==> src/rtl/rob_pkg.sv <==
package rob_pkg;
  typedef enum logic [1:0] {
    KIND_REG    = 2'd0,
    KIND_STORE  = 2'd1,
    KIND_BRANCH = 2'd2
  } rob_kind_e;
endpackage

==> src/rtl/rob_ptr.sv <==
// Head/tail/occupancy control for the circular slot array (DEPTH must be a power of two).
module rob_ptr #(
  parameter int DEPTH = 8,
  parameter int IDX_W = 3,
  localparam int CNT_W = IDX_W + 1
) (
  input  logic             clk,
  input  logic             rst_n,
  input  logic             alloc_fire,
  input  logic             commit_fire,
  input  logic             flush_all,
  input  logic             squash,
  input  logic [IDX_W-1:0] squash_idx,
  output logic [IDX_W-1:0] head,
  output logic [IDX_W-1:0] tail,
  output logic [CNT_W-1:0] cnt
);
  logic [IDX_W-1:0] head_q, head_d, tail_q, tail_d;
  logic [CNT_W-1:0] cnt_q, cnt_d, span;
  logic             ptr_en;

  assign ptr_en = alloc_fire | commit_fire | flush_all | squash;

  always_comb begin
    head_d = head_q;
    tail_d = tail_q;
    cnt_d  = cnt_q;
    span   = '0;
    if (flush_all) begin
      head_d = head_q + IDX_W'(1);
      tail_d = head_d;
      cnt_d  = '0;
    end else if (squash) begin
      // Slots from head through squash_idx survive.
      span   = CNT_W'(IDX_W'(squash_idx - head_q)) + CNT_W'(1);
      head_d = head_q + IDX_W'(commit_fire);
      tail_d = squash_idx + IDX_W'(1);
      cnt_d  = span - CNT_W'(commit_fire);
    end else begin
      head_d = head_q + IDX_W'(commit_fire);
      tail_d = tail_q + IDX_W'(alloc_fire);
      cnt_d  = cnt_q + CNT_W'(alloc_fire) - CNT_W'(commit_fire);
    end
  end

  always_ff @(posedge clk or negedge rst_n) begin
    if (!rst_n) begin
      head_q <= '0;
      tail_q <= '0;
      cnt_q  <= '0;
    end else if (ptr_en) begin
      head_q <= head_d;
      tail_q <= tail_d;
      cnt_q  <= cnt_d;
    end
  end

  assign head = head_q;
  assign tail = tail_q;
  assign cnt  = cnt_q;
endmodule

==> src/rtl/rob_store.sv <==
// Slot storage: written at allocation and at completion, read at head and by lookup.
module rob_store
  import rob_pkg::*;
#(
  parameter int DEPTH   = 8,
  parameter int IDX_W   = 3,
  parameter int DATA_W  = 32,
  parameter int DEST_W  = 5,
  parameter int CAUSE_W = 4
) (
  input  logic               clk,
  input  logic               rst_n,
  input  logic               alloc_fire,
  input  logic [IDX_W-1:0]   tail,
  input  rob_kind_e          alloc_kind,
  input  logic [DEST_W-1:0]  alloc_dest,
  input  logic               done_valid,
  input  logic [IDX_W-1:0]   done_idx,
  input  logic [DATA_W-1:0]  done_value,
  input  logic               done_exc,
  input  logic [CAUSE_W-1:0] done_cause,
  input  logic               done_mispred,
  input  logic [IDX_W-1:0]   head,
  output rob_kind_e          h_kind,
  output logic [DEST_W-1:0]  h_dest,
  output logic [DATA_W-1:0]  h_value,
  output logic               h_ready,
  output logic               h_exc,
  output logic [CAUSE_W-1:0] h_cause,
  output logic               h_mispred,
  input  logic [IDX_W-1:0]   look_idx,
  output logic               look_ready,
  output logic [DATA_W-1:0]  look_value
);
  rob_kind_e          kind_q  [DEPTH];
  logic [DEST_W-1:0]  dest_q  [DEPTH];
  logic [DATA_W-1:0]  value_q [DEPTH];
  logic [CAUSE_W-1:0] cause_q [DEPTH];
  logic [DEPTH-1:0]   ready_q, exc_q, mis_q;
  logic [DEPTH-1:0]   alloc_hit, done_hit;

  for (genvar g = 0; g < DEPTH; g++) begin : g_hit
    assign alloc_hit[g] = alloc_fire && (tail == IDX_W'(g));
    assign done_hit[g]  = done_valid && (done_idx == IDX_W'(g)) && !alloc_hit[g];
  end

  always_ff @(posedge clk or negedge rst_n) begin
    if (!rst_n) begin
      ready_q <= '0;
    end else begin
      for (int i = 0; i < DEPTH; i++) begin
        if (alloc_hit[i])     ready_q[i] <= 1'b0;
        else if (done_hit[i]) ready_q[i] <= 1'b1;
      end
    end
  end

  always_ff @(posedge clk) begin
    for (int i = 0; i < DEPTH; i++) begin
      if (alloc_hit[i]) begin
        kind_q[i] <= alloc_kind;
        dest_q[i] <= alloc_dest;
      end
      if (done_hit[i]) begin
        value_q[i] <= done_value;
        exc_q[i]   <= done_exc;
        cause_q[i] <= done_cause;
        mis_q[i]   <= done_mispred;
      end
    end
  end

  assign h_kind     = kind_q[head];
  assign h_dest     = dest_q[head];
  assign h_value    = value_q[head];
  assign h_ready    = ready_q[head];
  assign h_exc      = exc_q[head];
  assign h_cause    = cause_q[head];
  assign h_mispred  = mis_q[head];
  assign look_ready = ready_q[look_idx];
  assign look_value = value_q[look_idx];
endmodule

==> src/rtl/rob_commit.sv <==
// Decodes the head slot into retirement actions.
module rob_commit
  import rob_pkg::*;
#(
  parameter int CAUSE_W = 4
) (
  input  logic               live,
  input  rob_kind_e          h_kind,
  input  logic               h_ready,
  input  logic               h_exc,
  input  logic [CAUSE_W-1:0] h_cause,
  input  logic               h_mispred,
  output logic               commit_fire,
  output logic               flush_all,
  output logic               rf_we,
  output logic               mem_we,
  output logic               redirect,
  output logic               exc_valid,
  output logic [CAUSE_W-1:0] exc_cause
);
  logic branch_bad;

  always_comb begin
    commit_fire = live && h_ready;
    branch_bad  = (h_kind == KIND_BRANCH) && h_mispred;
    exc_valid   = commit_fire && h_exc;
    redirect    = commit_fire && !h_exc && branch_bad;
    rf_we       = commit_fire && !h_exc && (h_kind == KIND_REG);
    mem_we      = commit_fire && !h_exc && (h_kind == KIND_STORE);
    flush_all   = exc_valid || redirect;
    exc_cause   = exc_valid ? h_cause : '0;
  end
endmodule

==> src/rtl/reorder_buf.sv <==
module reorder_buf
  import rob_pkg::*;
#(
  parameter int DEPTH   = 8,
  parameter int DATA_W  = 32,
  parameter int DEST_W  = 5,
  parameter int CAUSE_W = 4,
  localparam int IDX_W  = $clog2(DEPTH),
  localparam int CNT_W  = IDX_W + 1
) (
  input  logic               clk,
  input  logic               rst_n,
  input  logic               alloc_valid,
  input  logic [1:0]         alloc_kind,
  input  logic [DEST_W-1:0]  alloc_dest,
  output logic               alloc_ready,
  output logic [IDX_W-1:0]   alloc_idx,
  input  logic               done_valid,
  input  logic [IDX_W-1:0]   done_idx,
  input  logic [DATA_W-1:0]  done_value,
  input  logic               done_exc,
  input  logic [CAUSE_W-1:0] done_cause,
  input  logic               done_mispred,
  input  logic [IDX_W-1:0]   look_idx,
  output logic               look_ready,
  output logic [DATA_W-1:0]  look_value,
  input  logic               squash,
  input  logic [IDX_W-1:0]   squash_idx,
  output logic               commit_rf_we,
  output logic               commit_mem_we,
  output logic [DEST_W-1:0]  commit_dest,
  output logic [DATA_W-1:0]  commit_value,
  output logic               redirect,
  output logic               exc_valid,
  output logic [CAUSE_W-1:0] exc_cause
);
  logic [IDX_W-1:0]   head_idx, tail_idx;
  logic [CNT_W-1:0]   cnt;
  logic               alloc_fire, commit_fire, flush_all;
  rob_kind_e          h_kind;
  logic               h_ready, h_exc, h_mispred;
  logic [CAUSE_W-1:0] h_cause;

  assign alloc_ready = (cnt != CNT_W'(DEPTH)) && !squash && !flush_all;
  assign alloc_fire  = alloc_valid && alloc_ready;
  assign alloc_idx   = tail_idx;

  rob_ptr #(.DEPTH(DEPTH), .IDX_W(IDX_W)) i_ptr (
    .clk(clk), .rst_n(rst_n),
    .alloc_fire(alloc_fire), .commit_fire(commit_fire), .flush_all(flush_all),
    .squash(squash), .squash_idx(squash_idx),
    .head(head_idx), .tail(tail_idx), .cnt(cnt)
  );

  rob_store #(
    .DEPTH(DEPTH), .IDX_W(IDX_W), .DATA_W(DATA_W), .DEST_W(DEST_W), .CAUSE_W(CAUSE_W)
  ) i_store (
    .clk(clk), .rst_n(rst_n),
    .alloc_fire(alloc_fire), .tail(tail_idx),
    .alloc_kind(rob_kind_e'(alloc_kind)), .alloc_dest(alloc_dest),
    .done_valid(done_valid), .done_idx(done_idx), .done_value(done_value),
    .done_exc(done_exc), .done_cause(done_cause), .done_mispred(done_mispred),
    .head(head_idx),
    .h_kind(h_kind), .h_dest(commit_dest), .h_value(commit_value), .h_ready(h_ready),
    .h_exc(h_exc), .h_cause(h_cause), .h_mispred(h_mispred),
    .look_idx(look_idx), .look_ready(look_ready), .look_value(look_value)
  );

  rob_commit #(.CAUSE_W(CAUSE_W)) i_commit (
    .live(cnt != '0), .h_kind(h_kind), .h_ready(h_ready), .h_exc(h_exc),
    .h_cause(h_cause), .h_mispred(h_mispred),
    .commit_fire(commit_fire), .flush_all(flush_all),
    .rf_we(commit_rf_we), .mem_we(commit_mem_we),
    .redirect(redirect), .exc_valid(exc_valid), .exc_cause(exc_cause)
  );
endmodule

==> config.mk <==
export PLATFORM = sky130hd
export DESIGN_NAME = reorder_buf
export DESIGN_NICKNAME = d
export VERILOG_FILES = /design/src/rtl/rob_pkg.sv /design/src/rtl/rob_ptr.sv /design/src/rtl/rob_store.sv /design/src/rtl/rob_commit.sv /design/src/rtl/reorder_buf.sv
export SDC_FILE = /design/constraint.sdc
export NUM_CORES = 1
export LEC_CHECK = 0
export BUFFER_PORTS_ARGS = -buffer_cell sky130_fd_sc_hd__buf_2
export CELL_PAD_IN_SITES_DETAIL_PLACEMENT = 2
export CELL_PAD_IN_SITES_GLOBAL_PLACEMENT = 2
export CORE_MARGIN = 3
export CORE_UTILIZATION = 50
export DETAILED_ROUTE_END_ITERATION = 8
export GPL_ROUTABILITY_DRIVEN = 0
export PLACE_DENSITY = 0.87
export SYNTH_ARGS = -nofsm -noshare
export SYNTH_HDL_FRONTEND = slang
export SYNTH_SLANG_ARGS = --single-unit
export TNS_END_PERCENT = 1
==> constraint.sdc <==
create_clock -name clk -period 8 [get_ports clk]
set_clock_uncertainty 0.2 [all_clocks]
set_input_delay 0.4 -clock clk [delete_from_list [all_inputs] [get_ports clk]]
set_output_delay 0.4 -clock clk [all_outputs]
set_load 0.1 [all_outputs]
==> qor.yml <==
synth:
  ys_seq_elements: 378
  synth_edf_count: 360
  synth_cell_type_count: 49
  synth_ff_type: "edfxtp_1"
  ys_top_cells_by_count: "360 x edfxtp_1, 157 x mux4_2, 73 x mux2_2"
  yosys.area.top_type: "edfxtp_1"
  ys_seq_area_share_pct: 66.1
  syn_inst: 818
  syn_avg_cell_area_sq_um: 20.8
  yosys_warnings: 0
  synth.cell_area_sq_mm: 0.0170
  synth_top_area_share_pct: 63.4
  yosysMostFrequentCell: "edfxtp_1"
  synth_area_leaders: "edfxtp_1 63%, mux4_2 21%, mux2_2 4.8%"
  synthArstFlopShare_pct: 4.76
  synth_nets: 895
route:
  first_pass_iters: 5
  dr_total_vias: 9811
  wl_mm: 55.8
  drt_iter0_markers: 1119
  via_per_inst: 6.65
  drc: 0
  detail_route.wl_per_cell_um: 37.8
  postRouteAntennaNets: 0
sta:
  finalHoldViolCount: 0
  rsz0062_at_grt: "false"
  tightestPinTransition_ns: 1.26
  setup_tns_ns: 0
  setup_viol: 0
  fmax_mhz: 206
  fin_crit_sh_pct: 60.7
  drv_slew: 0
  final.min_clock_period_ns: 4.86
  relSlewSlack_pct: 16.3
floorplanning:
  die_w_um: 191
  dieArea_sq_mm: 0.0363
  rows: 66
  core_area_sq_mm: 0.0330
  start_util_pct: 51.6
  io_pins: 141
  die_h_um: 191
global_route:
  track_usage_pct: 31.7
  antenna_found_initial: 0
  grt_pass1_wl_mm: 81.9
  grt.overflow.total: 0
  grt_pass1_vias: 11045
  grt_max_degree: 67
power_and_ir_drop:
  pwr-share-clk_pct: 23.9
  p_per_area_mw_per_mm2: 405
  leakage_uw: 0.00675
  comb_power_share_pct: 44.3
  power_frac_seq_pct: 31.7
  peakVddDrop_v: 0.000501
  switching_power_uw: 3660
  p_int_uw: 4460
  p_sw_share_pct: 45.1
clock_network:
  clk_pin_slew_ns: 0.06
  root_buffer: "clkbuf_16"
  cts-resized-gates: 0
  post_cts_buffers: 0
  cts_tree: "built"
  clock_path_buffers: 3
  cts_made_buffers: 41
  cts.sinks: 378
  clock_latency_ns: 0.54
  cts.htree.levels: 2
worst_setup_path:
  arrival_ns: 4.86
  crit_required_ns: 8.00
  path_max_fanout: 48
  cp-end-kind: "register"
  start_kind: "register"
  path_class: "reg -> reg"
cells_and_area:
  fin_util_pct: 60.6
  nets: 1079
  fillers: 2630
  synthToLayoutAreaGrowth_pct: 17.5
  drive_above_1_share_pct: 44.8
  n_antenna_cell: 0
hold_path:
  hold_path_class: "in -> reg"
placed_design:
  io_buffers: 140
  hpwl_mm: 31.3
run:
  maxCapViolations: 0
status:
  status: "finished clean"
logic make-up after synthesis:
| family | synth area share [%] |
|---|---|
| flops | 66.1 |
| buf+inv | 1.84 |
| xor+xnor | 0.360 |
| simple gates | 1.51 |
| mux | 26.7 |
| compound gates | 2.08 |
| fa+ha+maj | 1.41 |
cell type report:
class / instances / area [sq um] / share of cell area [%]
timing repair buffer: 195 / 1220 / 6.09
clock buffer: 58 / 1160 / 5.80
clock inverter: 17 / 191 / 0.956
tap: 442 / 553 / 2.76
multi-input combinational: 369 / 5570 / 27.8
sequential: 378 / 11300 / 56.3
inverter: 17 / 63.8 / 0.319
flip-flops by register name, summed over array words and instances, names as in the netlist:
signal,count
i_store.exc_q,8
i_store.kind_q,16
i_ptr.cnt,4
i_store.mis_q,8
i_store.ready_q,8
i_ptr.head,3
i_ptr.tail,3
i_store.value_q,256
i_store.dest_q,40
i_store.cause_q,32
power by group through the flow:
stage	Clock (uW)	Sequential, uW	Combinational (uW)
global route	2050	2590	3730
finish	1940	2580	3600
global placement	0	2580	3340
floorplan	0	2420	2880
detailed placement	0	2600	3480
CTS	1940	2570	3560
worst paths after layout:
path | slack (ns) | endpoint | depth (start not counted) | from
worst min register to register | 0.31 | i_ptr.cnt[2] | 2 | i_ptr.cnt[2]
worst min-delay path | 0.03 | i_store.kind_q[6][0] | 1 | alloc_kind[0]
worst max register to register | 3.14 | i_store.value_q[7][28] | 7 | i_ptr.head[0]
worst max-delay path | 3.14 | i_store.value_q[7][28] | 7 | i_ptr.head[0]
max in group asynchronous | 7.02 | i_ptr.head[0] | 2 | rst_n
min in group asynchronous | 0.18 | i_ptr.cnt[3] | 2 | rst_n
metrics by stage:
step	setup WS [ns]	hold slack [ns]	power, uW	instances	cell area, sq um
after detailed placement	3.27	0.176	6080	1360	18300
after global placement	3.51	0.175	5920	1360	18300
after global routing	2.94	0.00620	8370	1476	20000
after CTS	3.18	0.000899	8080	1476	20000
after floorplan	2.89	-0.0956	5300	818	17000
final	3.14	0.0345	8110	1476	20000
cell usage in the layout (no fill, tap or decap), types with 5 or more instances in the layout:
cell type	n
a21oi_1	14
a21oi_4	6
and2_1	6
buf_2	139
buf_4	15
clkbuf_1	12
clkbuf_16	43
clkinv_1	5
dfrtp_1	15
dlygate4sd3_1	41
edfxtp_1	360
ha_1	16
inv_1	17
mux2_2	73
mux2i_1	11
mux4_2	157
nand2_1	14
nand3_1	6
nor2_1	12
worst max-delay path, stage by stage (launching register included):
cell and delay (ns):
dfrtp_4 1.08, mux4_2 0.62, mux2_2 0.33, nand2_2 0.13
inv_1 0.29, a2111oi_4 1.16, a31oi_4 0.20, buf_4 0.41
what timing repair did:
action                                  in CTS  in global routing
endpoints found under the hold margin      331                  0
hold buffers                                41                  0
endpoints found under the setup margin       0                  0
metal layers:
layer,share of wire (%),global-route usage [%]
met5,0,0
met4,4.2,12.0
met1,38,41.8
met3,6.3,5.48
met2,51,53.6
Note: power is estimated with default switching activity, not from simulation.
